**src/rtl/vme_roak_pkg.sv**
```systemverilog
package vme_roak_pkg;
  typedef enum logic [2:0] {
    ST_IDLE,
    ST_DRIVE,
    ST_ACK,
    ST_PASS,
    ST_HOLD
  } resp_st_t;
endpackage

```
**src/rtl/vme_roak_req.sv**
```systemverilog
// Request tracker: arms on low local input, raises on high, drops on release.
module vme_roak_req #(
  parameter int NLVL  = 7,
  parameter int LVL_W = 3
) (
  input  logic             clk,
  input  logic             rst,
  input  logic             local_int,
  input  logic [LVL_W-1:0] cfg_level,
  input  logic             release_req,
  output logic             pending,
  output logic [NLVL-1:0]  irq_drive
);
  logic armed;
  logic pend_nxt;
  logic armed_nxt;
  logic [NLVL-1:0] line_nxt;

  always_comb begin
    pend_nxt  = pending;
    armed_nxt = armed;
    if (release_req) begin
      pend_nxt  = 1'b0;
      armed_nxt = 1'b0;
    end else begin
      if (local_int && armed) pend_nxt = 1'b1;
      if (!local_int)         armed_nxt = 1'b1;
    end
  end

  for (genvar g = 0; g < NLVL; g++) begin : g_line
    assign line_nxt[g] = pend_nxt && (cfg_level == LVL_W'(g + 1));
  end

  always_ff @(posedge clk) begin
    if (rst) begin
      pending   <= 1'b0;
      armed     <= 1'b1;
      irq_drive <= '0;
    end else begin
      pending   <= pend_nxt;
      armed     <= armed_nxt;
      irq_drive <= line_nxt;
    end
  end
endmodule

```
**src/rtl/vme_roak_resp.sv**
```systemverilog
// Acknowledge-cycle responder and daisy-chain pass logic.
module vme_roak_resp
  import vme_roak_pkg::*;
#(
  parameter int LVL_W = 3,
  parameter int VEC_W = 8
) (
  input  logic             clk,
  input  logic             rst,
  input  logic             pending,
  input  logic [LVL_W-1:0] cfg_level,
  input  logic [VEC_W-1:0] cfg_vector,
  input  logic             iack_n,
  input  logic             as_n,
  input  logic             ds0_n,
  input  logic             iackin_n,
  input  logic [LVL_W-1:0] ack_level,
  output logic             release_req,
  output logic             iackout_n,
  output logic             dtack_n,
  output logic             vec_oe,
  output logic [VEC_W-1:0] vec_data
);
  resp_st_t st;
  logic     as_seen;
  logic     qualify;
  logic     ours;

  assign qualify = !iack_n && !as_n && as_seen && !iackin_n;
  assign ours    = pending && (ack_level == cfg_level) && (cfg_level != '0);
  assign release_req = (st == ST_ACK) && (ds0_n || as_n);

  always_ff @(posedge clk) begin
    if (rst) begin
      st        <= ST_IDLE;
      as_seen   <= 1'b0;
      iackout_n <= 1'b1;
      dtack_n   <= 1'b1;
      vec_oe    <= 1'b0;
      vec_data  <= '0;
    end else begin
      as_seen <= !as_n;
      case (st)
        ST_IDLE: begin
          if (qualify) begin
            if (!ours) begin
              iackout_n <= 1'b0;
              st        <= ST_PASS;
            end else if (!ds0_n) begin
              vec_oe   <= 1'b1;
              vec_data <= cfg_vector;
              st       <= ST_DRIVE;
            end
          end
        end
        ST_DRIVE: begin
          if (as_n) begin
            vec_oe <= 1'b0;
            st     <= ST_IDLE;
          end else begin
            dtack_n <= 1'b0;
            st      <= ST_ACK;
          end
        end
        ST_ACK: begin
          if (ds0_n || as_n) begin
            vec_oe  <= 1'b0;
            dtack_n <= 1'b1;
            st      <= as_n ? ST_IDLE : ST_HOLD;
          end
        end
        ST_PASS: begin
          if (as_n) begin
            iackout_n <= 1'b1;
            st        <= ST_IDLE;
          end
        end
        ST_HOLD: begin
          if (as_n) st <= ST_IDLE;
        end
        default: st <= ST_IDLE;
      endcase
    end
  end
endmodule

```
**src/rtl/vme_roak_irq.sv**
```systemverilog
module vme_roak_irq #(
  parameter int NLVL  = 7,
  parameter int VEC_W = 8,
  localparam int LVL_W = $clog2(NLVL + 1)
) (
  input  logic             clk,
  input  logic             rst,
  input  logic             local_int,
  input  logic [LVL_W-1:0] cfg_level,
  input  logic [VEC_W-1:0] cfg_vector,
  input  logic             iack_n,
  input  logic             as_n,
  input  logic             ds0_n,
  input  logic             iackin_n,
  input  logic [LVL_W-1:0] ack_level,
  output logic [NLVL-1:0]  irq_drive,
  output logic             iackout_n,
  output logic             dtack_n,
  output logic             vec_oe,
  output logic [VEC_W-1:0] vec_data
);
  logic pending;
  logic release_req;

  vme_roak_req #(.NLVL(NLVL), .LVL_W(LVL_W)) u_req (
    .clk(clk), .rst(rst), .local_int(local_int), .cfg_level(cfg_level),
    .release_req(release_req), .pending(pending), .irq_drive(irq_drive)
  );

  vme_roak_resp #(.LVL_W(LVL_W), .VEC_W(VEC_W)) u_resp (
    .clk(clk), .rst(rst), .pending(pending), .cfg_level(cfg_level),
    .cfg_vector(cfg_vector), .iack_n(iack_n), .as_n(as_n), .ds0_n(ds0_n),
    .iackin_n(iackin_n), .ack_level(ack_level), .release_req(release_req),
    .iackout_n(iackout_n), .dtack_n(dtack_n), .vec_oe(vec_oe),
    .vec_data(vec_data)
  );
endmodule

```
**config.mk**
```make
export PLATFORM = sky130hd
export DESIGN_NAME = vme_roak_irq
export DESIGN_NICKNAME = d
export VERILOG_FILES = /design/src/rtl/vme_roak_pkg.sv /design/src/rtl/vme_roak_req.sv /design/src/rtl/vme_roak_resp.sv /design/src/rtl/vme_roak_irq.sv
export SDC_FILE = /design/constraint.sdc
export NUM_CORES = 1
export LEC_CHECK = 0
export ABC_AREA = 1
export BUFFER_PORTS_ARGS = -buffer_cell sky130_fd_sc_hd__buf_2
export CORE_UTILIZATION = 51
export DETAILED_ROUTE_END_ITERATION = 8
export GPL_ROUTABILITY_DRIVEN = 0
export PLACE_DENSITY = 0.84
export SLEW_MARGIN = 5
export SYNTH_ARGS = -nofsm -noshare
export SYNTH_HDL_FRONTEND = slang
export SYNTH_SLANG_ARGS = --single-unit
```
**constraint.sdc**
```tcl
create_clock -name clk -period 2.4 [get_ports clk]
set_input_delay 0.6 -clock clk [delete_from_list [all_inputs] [get_ports clk]]
set_output_delay 0.6 -clock clk [all_outputs]
set_load 0.05 [all_outputs]
```
; ---- Word-level counts from Yosys, hierarchy flattened
; Cells that the tools add are included.
[op_classes]
bitwise_logic = 1
n_mux = 25
reduce_logical = 29
n_eq_ne = 23
[ops]
columns = cell, n
row1 = $mux W3, 6
row2 = $eq A3 B3 Y1 const B, 5
row3 = $logic_and A1 B1 Y1, 14
row4 = $mux W1, 14
row5 = $eq A3 B2 Y1 const B, 4
row6 = $ne A2 B2 Y1 const B, 6
row7 = $pmux W3 S4, 1
row8 = $reduce_and A4 Y1, 3
row9 = $ne A2 B1 Y1 const B, 4
row10 = $eq A3 B1 Y1 const B, 2
row11 = $reduce_and A6 Y1, 1
row12 = $reduce_bool A3 Y1, 2
row13 = $pmux W1 S2, 2
row14 = $reduce_bool A2 Y1, 2
row15 = $eq A3 B3 Y1, 1
row16 = $logic_not A1 Y1, 3
row17 = $logic_not A3 Y1, 1
row18 = $ne A3 B3 Y1 const B, 1
row19 = $pmux W1 S3, 1
row20 = $reduce_and A3 Y1, 1
row21 = $mux W2, 1
row22 = $reduce_or A2 Y1, 1
row23 = $logic_or A1 B1 Y1, 1
row24 = $not A1 Y1, 1
[totals]
reg_bits = 24
word_cells = 87
out_inout_bits = 18

; ---- Depth between registers and ports, before layout
; Gate-level depths: netlist of the first run.
[depth]
depth_word = 6
ltp_mapped = 10

; ---- By module
; From an unflattened synthesis of the first run, not the netlist that was laid out.
[hier_totals]
cells_unflattened = 156
hier_area_um2 = 1142.3
[modules_own_cells]
columns = module, cells_each, area_per_inst_um2, n_inst
row1 = vme_roak_resp, 121, 847.1, 1
row2 = vme_roak_req, 35, 295.3, 1

; ---- Least setup slack after synthesis of the first run
; Ideal clock, no wire load.
[synth_timing]
kind = input to register
startpoint = input port cfg_level[1]
endpoint = register u_resp.iackout_n
slack_ps = 1023
arrival_time_ps = 1252
setup_time_ps = 125
path_stages = 8
t_required_ps = 2275
path_cell_list = inv_2 nand2_1 nand2_1 nand2_1 nand3_4 nand2_2 o21ai_0 nand3_1
[synth_via]
elab_chain_len = 5
word_cells_on_any_way = 6
[synth_rtl]
columns = item, line_no
row1 = from (decl), vme_roak_irq.sv:9  ; input logic [LVL_W-1:0] cfg_level,
row2 = $eq A3 B3 Y1, vme_roak_resp.sv:30  ; assign ours = pending && (ack_level == cfg_level) && (cfg_level != '0);
row3 = $logic_and A1 B1 Y1, vme_roak_resp.sv:30
row4 = $logic_and A1 B1 Y1 *, vme_roak_resp.sv:30
row5 = $ne A2 B2 Y1 (no line) *, n/a
row6 = $reduce_and A4 Y1 (no line) *, n/a
row7 = to (signal assigned), vme_roak_resp.sv:37  ; iackout_n <= 1'b1;
row8 = to (signal assigned), vme_roak_resp.sv:47  ; iackout_n <= 1'b0;
row9 = to (signal assigned), vme_roak_resp.sv:74  ; iackout_n <= 1'b1;
row10 = to (decl), vme_roak_resp.sv:19  ; output logic iackout_n,
; Mark *: on every way between the ends. The rest lies on a longest branch, timed or not.
; A chain may end at the register's enable or synchronous reset.

; ---- Final worst setup path of the first run
[layout_timing]
startpoint = register u_resp.vec_data[4]
endpoint = output port vec_data[4]
[layout_rtl]
columns = item, line_no
row1 = from (decl), vme_roak_resp.sv:22  ; output logic [VEC_W-1:0] vec_data
row2 = from (signal assigned), vme_roak_resp.sv:51  ; vec_data <= cfg_vector;
row3 = to (decl), vme_roak_irq.sv:20  ; output logic [VEC_W-1:0] vec_data
; No word-level cell between the ends.

==> metrics.txt, run 1 <==
outcome=completed; crit path from=u_resp.vec_data[4]$_SDFFE_PP0P_; area of the multi-input gates=522 µm²; via count=1110; Synth Cell Area=1090 µm²; Static Leak=0.689 nW; vias in the first global route=roughly 900; max cap viols=0; Syn-to-layout area delta=21.6%; Total Routing Usage GR=0.227; WL per Instance=10.2 µm; VDD IR max=a little under 0.5 mV; worst path cell trace=buf_2; CTS tree=yes; fill count=roughly 180; Finished Layout Cells=217; crit path time final=1540 ps; post-synthesis register bit count=24; CP endpoint kind=output port; DP HPWL=1.73 mm; worst-skew pair later-pin latency=310 ps; cell type with the largest total area after synthesis=dfxtp_1; cts repair resizes=0; Post-CTS Setup Bufs=0; Max-Slew Margin vs Limit=0.753; final count of negative-setup-slack endpoints=0; clk buf depth=2; Pwr per Cell Area=809 nW/µm²; sequential fraction of the synthesis area=0.441; hold-fix buffers at CTS=0; DR iter-0 viols=22; antenna violations before repair=0; die boundary width=roughly 48 µm; hold path start=u_resp.dtack_n$_SDFFE_PP1P_; critical path required time=between 1500 and 2000 ps; fin area=1320 µm²; worst slew pin tran=370 ps; most common cell after layout, fill and taps aside=buf_2; IO Pins=39; slowest stage cell, crit path=dfxtp_1; clock-pin slew on the worst setup and hold paths=130 ps; Max FO, Critical Path=2; top cell family by delay on the critical path=flip-flops; DP Area=1300 µm²; CP max stage delay=360 ps; final number of max-transition violations=0; drt first pass iters=4; CP Launch Type=flop; largest net degree at the start of global routing=16; DRC=0; final setup TNS=0 ps; RSZ-0062 raised after global routing=no; layout cells sized above 1=0.305; final WL=about 2.2 mm; Worst Skew=6.64 ps; Synth Warn #=0; Die H=48.2 µm; Yosys cell types=17; CP Class=reg -> out; Initial Util=0.549; Buf/Inv on CP=1; Final ANT Viol Nets=0; worst r2r src=u_resp.st[1]$_SDFFE_PP0P_; total die area=2320 µm²; syn nets=about 170; Storage cell area=480 µm²; core area=1980 µm²; H-tree level count=1; commonest non-fill, non-tap cells in the layout=buf_2, nor2_1, nand2_1; DP Cell Count=214; Tcrit/Tclk final=0.640; achievable clock frequency=0.651 GHz; ANT cells=0; clock root cell=clkbuf_4; Yosys top cell area share=0.441; syn avg cell area=7.26 µm²; DR vias/cell=5.12; row count=16; nets@finish=213; grt ovf=0; Final Hold Vio Count=0; Worst EP arrival=940 ps; Port-buffer cells=38; sink count of the clock tree=24; HP Class=reg -> reg; first-pass GRT wire length=3.62 mm; Reg2Reg Setup Slack=1010 ps; Gate Count Post-Synth=150; synth top area cells=dfxtp_1, nor2_1, nand2_1, inv_1, o21ai_0; CTS buffer count=3
-- metal layers --
layer,vias to the layer above,global-route usage,wire (µm)
li1,566,-,-
met3,6,0.0407,135
met1,496,0.278,939
met5,-,0,0
met4,0,0.167,67
met2,42,0.355,1080
-- power breakdown --
group | internal, mW | leakage (nW) | switching [mW]
combinational | 0.128 | 0.480 | 0.291
clock | 0.0587 | 0.0138 | 0.116
sequential | 0.443 | 0.195 | 0.0345
-- cell families after synthesis --
logic type             share of synthesized area
flip-flops                                 0.441
buffers and inverters                     0.0793
AND/OR/NAND/NOR                            0.405
AO/OA/AOI/OAI                             0.0747
-- synthesized netlist by cell type --
library cell,number
nor2_1,30
nand2_1,29
dfxtp_1,24
inv_1,15
o21ai_0,10
nor3_1,8
nand4_1,7
inv_2,5
nand2_2,5
nand3_1,5
a21oi_1,3
nor2_4,3
nand3_4,2
a21oi_2,1
buf_6,1
nor3_2,1
o211ai_1,1
-- worst paths after layout --
check | endpoint | cells past startpoint
setup reg to reg | u_resp.vec_data[4]$_SDFFE_PP0P_ | 7
hold reg to reg | u_resp.dtack_n$_SDFFE_PP1P_ | 2
hold / removal | u_resp.dtack_n$_SDFFE_PP1P_ | 2
setup / recovery | vec_data[4] | 1
-- per-stage QoR --
| step | power [mW] | hold slack [ps] | utilization | worst slack [ps] |
|---|---|---|---|---|
| global placement | 0.894 | 438 | 0.657 | 758 |
| floorplan | 0.820 | 494 | - | 1020 |
| CTS | 1.07 | 478 | 0.668 | 862 |
| finish | 1.07 | 475 | 0.668 | 865 |
| detailed placement | 0.904 | 449 | 0.657 | 656 |
| global route | 1.15 | 491 | 0.668 | 827 |
-- flip-flops by register name, indices dropped and copies added, names as in the netlist --
register / flops
u_req.armed: 1
u_req.irq_drive: 7
u_req.pending: 1
u_resp.as_seen: 1
u_resp.dtack_n: 1
u_resp.iackout_n: 1
u_resp.st: 3
u_resp.vec_data: 8
u_resp.vec_oe: 1
-- final cells by class --
type                    count  share of cell area
clock buffers               3              0.0170
inverters                  20              0.0567
multi-input cells         105               0.394
repair buffers             38               0.144
flip-flops and latches     24               0.363
well taps                  27              0.0255
No activity file was read; power rests on OpenSTA's default activity.
==> inputs of run 2 (changes only) <==
--- a/config.mk
+++ b/config.mk
@@ -7,10 +7,10 @@
 export LEC_CHECK = 0
 export ABC_AREA = 1
 export BUFFER_PORTS_ARGS = -buffer_cell sky130_fd_sc_hd__buf_2
-export CORE_UTILIZATION = 51
+export CORE_UTILIZATION = 43
 export DETAILED_ROUTE_END_ITERATION = 8
 export GPL_ROUTABILITY_DRIVEN = 0
-export PLACE_DENSITY = 0.84
+export PLACE_DENSITY = 0.75
 export SLEW_MARGIN = 5
 export SYNTH_ARGS = -nofsm -noshare
 export SYNTH_HDL_FRONTEND = slang
==> constraint.sdc (replaced) <==
create_clock -name clk -period 1.4 [get_ports clk]
set_input_delay 0.35 -clock clk [delete_from_list [all_inputs] [get_ports clk]]
set_output_delay 0.35 -clock clk [all_outputs]
set_load 0.05 [all_outputs]
==> run 2 against run 1 <==
Against the previous run: largest power group unchanged; via count is 0.63% higher; highest routed layer unchanged; critical path depth is 6 higher; non-clock buffer count is 4 higher; routed wire length is 15% higher; count of clock-buffer cells in the layout stayed put; critical path type is now reg -> reg; utilization is 5.1 points lower.
==> metrics.txt, run 2 (same netlist as run 1, synthesis figures left out) <==
Port-buffer cells=38; Static Leak=0.723 nW; H-tree level count=1; Tcrit/Tclk final=0.976; worst path cell trace=inv_4 -> nand2_2 -> nor2_4 -> buf_4 -> nand3_2 -> nor3_1 -> nor2_1; DP Area=1320 µm²; CP Launch Type=flop; VDD IR max=roughly 1.0 mV; WL per Instance=11.4 µm; hold path start=cfg_vector[5]; DR iter-0 viols=22; CP max stage delay=390 ps; metal2 WL=1.24 mm; Pwr per Cell Area=1500 nW/µm²; max reg flops=8; layout cells sized above 1=0.352; sw frac=0.380; top cell family by delay on the critical path=simple AND/OR/NAND/NOR gates; Hold EP=u_resp.vec_data[5]$_SDFFE_PP0P_; RSZ-0062 raised after global routing=yes; final number of max-transition violations=0; Design Power=2.13 mW; antenna violations before repair=0; total die area=2740 µm²; first-pass GRT wire length=4.01 mm; DRC=0; IO Pins=39; ANT cells=0; Clock power frac=0.234; combinational fraction of design power=0.371; Largest regs=u_resp.vec_data x8, u_req.irq_drive x7, u_resp.st x3; Total Routing Usage GR=0.200; Biggest register=u_resp.vec_data; via count=~1100; Worst Skew=5.40 ps; crit path from=u_resp.st[1]$_SDFFE_PP0P_; worst slew pin tran=403 ps; Final Hold Vio Count=0; drt first pass iters=4; Max FO, Critical Path=6; clock root cell=clkbuf_4; max cap viols=0; CTS tree=yes; switching power total=810 µW; Worst EP arrival=1580 ps; row count=17; Max-Slew Margin vs Limit=0.731; wire length on met1=1.10 mm; final WL=2.56 mm; die boundary width=52.3 µm; hold-fix buffers at CTS=0; worst r2r src=u_resp.st[1]$_SDFFE_PP0P_; commonest non-fill, non-tap cells in the layout=buf_2, nor2_1, nand2_1; met3 wire len=148 µm; DP Cell Count=217; Initial Util=0.474; largest net degree at the start of global routing=16; worst-skew pair later-pin latency=~320 ps; Final ANT Viol Nets=0; Buf/Inv on CP=2; Finished Layout Cells=between 200 and 250; most common cell after layout, fill and taps aside=buf_2; Storage cell area=489 µm²; sequential share of power=0.395; achievable clock frequency=0.732 GHz; outcome=completed; crit path time final=~1400 ps; max layer used=met4; worst r2r path cells=7; area of the multi-input gates=541 µm²; cell-internal power=~1.3 mW; slowest stage cell, crit path=dfxtp_4; fill count=207; CP Class=reg -> reg; clock-pin slew on the worst setup and hold paths=130 ps; DP HPWL=1.88 mm; Die H=between 50 and 60 µm; CTS buffer count=3; hold_ws=between 200 and 250 ps; final count of negative-setup-slack endpoints=0; r2r endpoint=u_resp.vec_data[2]$_SDFFE_PP0P_; nets@finish=218; sink count of the clock tree=24; CP endpoint kind=flop; vias in the first global route=around 980; DR vias/cell=~5; Syn-to-layout area delta=30.2%; core area=roughly 2300 µm²; critical path required time=1620 ps; grt ovf=0; fin area=1420 µm²; clk buf depth=2; WHS Path Cells=3; Reg2Reg Setup Slack=30 ps; HP Class=in -> reg; final setup TNS=0 ps
==> run 2: changes by cell type in the layout (fill, tap and decap cells not counted), sizes merged <==
cell	previous run	this run
bufinv	0	1
buf	38	42
nand3	7	8
==> run 2: per-stage QoR <==
stage	utilization	setup slack (ps)
floorplan	-	244
CTS	0.596	22.8
global route	0.617	-21.1
finish	0.617	33.7
detailed placement	0.574	16.4
global placement	0.574	39.3
==> run 2: worst max-delay path by stage <==
stage / end / slack, ps / depth (start not counted)
after floorplan: u_resp.vec_data[0]$_SDFFE_PP0P_ / 240 / 7
after global placement: u_resp.iackout_n$_SDFFE_PP1P_ / 40 / 9
after detailed placement: u_resp.vec_data[7]$_SDFFE_PP0P_ / 20 / 9
after CTS: u_resp.vec_data[7]$_SDFFE_PP0P_ / 20 / 7
after global routing: u_resp.vec_data[2]$_SDFFE_PP0P_ / -20 / 7
final: u_resp.vec_data[2]$_SDFFE_PP0P_ / 30 / 7
==> run 2: worst min-delay path: stages <==
cell and delay (ps):
buf_2 70, nor3_1 40, nor2_1 70
==> run 2: layer usage <==
layer  vias up  track usage
met5         -            0
met4         0        0.123
met3         8       0.0290
met2        48        0.352
met1       482        0.224
li1        579            -
==> run 2: power groups by stage <==
stage / Combinational (mW) / Sequential [mW] / Clock, mW
2_1_floorplan: 0.446 / 0.959 / 0
3_3_place_gp: 0.720 / 0.831 / 0
3_5_place_dp: 0.734 / 0.834 / 0
4_1_cts: 0.742 / 0.820 / 0.509
5_1_grt: 0.872 / 0.855 / 0.538
6_report: 0.790 / 0.841 / 0.498
==> run 2: final cells by class <==
class | count | share of cell area
clock buffer | 3 | 0.0159
clock inverter | 1 | 0.0212
inverter | 20 | 0.0565
multi-input combinational | 106 | 0.381
sequential | 24 | 0.345
tap | 28 | 0.0247
timing repair buffer | 42 | 0.155
==> run 2: repair_timing <==
item,4_1_cts,5_1_grt
buffers inserted,0,2
gates resized for setup,0,11
setup endpoints to repair,0,12
==> inputs of run 3 (changes only) <==
--- a/config.mk
+++ b/config.mk
@@ -7,11 +7,13 @@
 export LEC_CHECK = 0
 export ABC_AREA = 1
 export BUFFER_PORTS_ARGS = -buffer_cell sky130_fd_sc_hd__buf_2
+export CORE_MARGIN = 5
 export CORE_UTILIZATION = 43
 export DETAILED_ROUTE_END_ITERATION = 8
 export GPL_ROUTABILITY_DRIVEN = 0
 export PLACE_DENSITY = 0.75
-export SLEW_MARGIN = 5
+export REMOVE_ABC_BUFFERS = 1
+export SLEW_MARGIN = 20
 export SYNTH_ARGS = -nofsm -noshare
 export SYNTH_HDL_FRONTEND = slang
 export SYNTH_SLANG_ARGS = --single-unit
==> run 3 against run 2 <==
Against the previous run: clock power is 3% higher; hold slack worse by 10 ps; non-clock buffer count stayed put; highest routed layer unchanged; sequential cell count stayed put; sequential share of layout area is 0.40 points higher; clock skew is 1.8 ps lower; setup slack better by 17 ps; die area is 33% higher; design area is 1.1% lower; register-to-register slack better by 20 ps; sequential power is 0.6% lower.
==> metrics.txt, run 3 (same netlist as run 1, synthesis figures left out) <==
CP Class=reg -> reg; max reg flops=8; Final Core Density=0.571; H-tree level count=1; achievable clock frequency=roughly 0.74 GHz; Largest regs=u_resp.vec_data x8, u_req.irq_drive x7, u_resp.st x3; total die area=approximately 3600 µm²; sink count of the clock tree=24; clock-pin slew on the worst setup and hold paths=140 ps; DP Area=1310 µm²; DR iter-0 viols=30; final worst slack=between 50 and 60 ps; CP max stage delay=400 ps; Initial Util=0.443; critical path required time=between 1500 and 2000 ps; worst slew pin tran=~420 ps; nets@finish=about 220; Port-buffer cells=38; DP Cell Count=218; Total Routing Usage GR=0.156; clock root cell=clkbuf_4; ANT cells=0; Biggest register=u_resp.vec_data; Die H=60.3 µm; Finished Layout Cells=around 230; Design Power=roughly 2.1 mW; first-pass GRT wire length=4.34 mm; max cap viols=0; fin area=1400 µm²; final number of max-transition violations=0; CP endpoint kind=flop; worst path cell trace=inv_4 -> nand2_2 -> nor2_4 -> nand3_4 -> buf_4 -> nor3_1 -> nor2_1; worst-skew pair later-pin latency=320 ps; hold_ws=roughly 230 ps; Final ANT Viol Nets=0; via count=1124; crit path time final=1350 ps; WHS Path Cells=2; slowest stage cell, crit path=dfxtp_4; dpl ws=-25.8 ps; grt ovf=0; antenna violations before repair=0; CTS buffer count=3; clk buf depth=2; RSZ-0062 raised after global routing=yes; most common cell after layout, fill and taps aside=buf_2; VDD IR max=1.19 mV; final WL=2.83 mm; Pwr per Cell Area=1510 nW/µm²; Storage cell area=489 µm²; Worst EP arrival=1580 ps; die boundary width=just over 60 µm; Static Leak=roughly 0.72 nW; CTS tree=yes; DR vias/cell=approximately 5; outcome=completed; Worst Skew=3.60 ps; Syn-to-layout area delta=28.7%; drt first pass iters=4; area of the multi-input gates=522 µm²; final setup TNS=0 ps; fill count=between 200 and 250; Max FO, Critical Path=8; Max-Slew Margin vs Limit=0.720; worst r2r path cells=7; Tcrit/Tclk final=0.963; Final Hold Vio Count=0; core area=about 2500 µm²; HP Class=in -> reg; largest net degree at the start of global routing=16; final count of negative-setup-slack endpoints=0; WL per Instance=roughly 13 µm; IO Pins=39; layout cells sized above 1=0.338; DRC=0; DP HPWL=about 2.2 mm; vias in the first global route=1050; CP Launch Type=flop; row count=18; hold-fix buffers at CTS=0; commonest non-fill, non-tap cells in the layout=buf_2, nor2_1, nand2_1
run 3: changes by cell type in the layout (fill, tap and decap cells not counted):
cell	previous run	this run
nor3_1	7	8
a21oi_1	2	3
nor3_2	2	1
o21ai_1	2	1
nand3_2	1	0
o21ai_0	8	9
a21oi_2	2	1
run 3: cell type report:
type	count	share of cell area
clock buffers	3	0.0161
clock inverters	1	0.0214
inverters	20	0.0571
multi-input cells	105	0.372
flip-flops and latches	24	0.349
well taps	30	0.0268
repair buffers	42	0.157
run 3: what timing repair did:
| item | CTS | global route |
|---|---|---|
| setup buffers | 0 | 3 |
| gates resized for setup | 0 | 8 |
| endpoints found under the setup margin | 0 | 15 |
run 3: path summary, 6_finish.rpt:
check,endpoint,from,slack (ps)
max,u_resp.vec_data[4]$_SDFFE_PP0P_,u_resp.st[1]$_SDFFE_PP0P_,50
min reg2reg,u_resp.dtack_n$_SDFFE_PP1P_,u_resp.dtack_n$_SDFFE_PP1P_,480
min,u_resp.as_seen$_SDFF_PP0_,rst,230
max reg2reg,u_resp.vec_data[4]$_SDFFE_PP0P_,u_resp.st[1]$_SDFFE_PP0P_,50
run 3: critical path: cells and delay by family, from the launching register on:
family                 cells  cell delay (ps)
and+or+nand+nor            5              630
buffers and inverters      2              240
DFF                        1              400
run 3: layer usage:
metal  wire, µm  track usage  vias to the layer above  share of wire
met2       1520        0.278                       31           0.54
met3        191       0.0583                        4          0.068
met1       1080        0.179                      516           0.38
met4         34       0.0285                        0          0.012
met5          0            0                        -              0
li1           -            -                      573              -
run 3: power breakdown:
group / internal [mW] / switching [mW]
registers: 0.771 / 0.0651
logic: 0.244 / 0.530
clock network: 0.290 / 0.222
total: 1.30 / 0.817
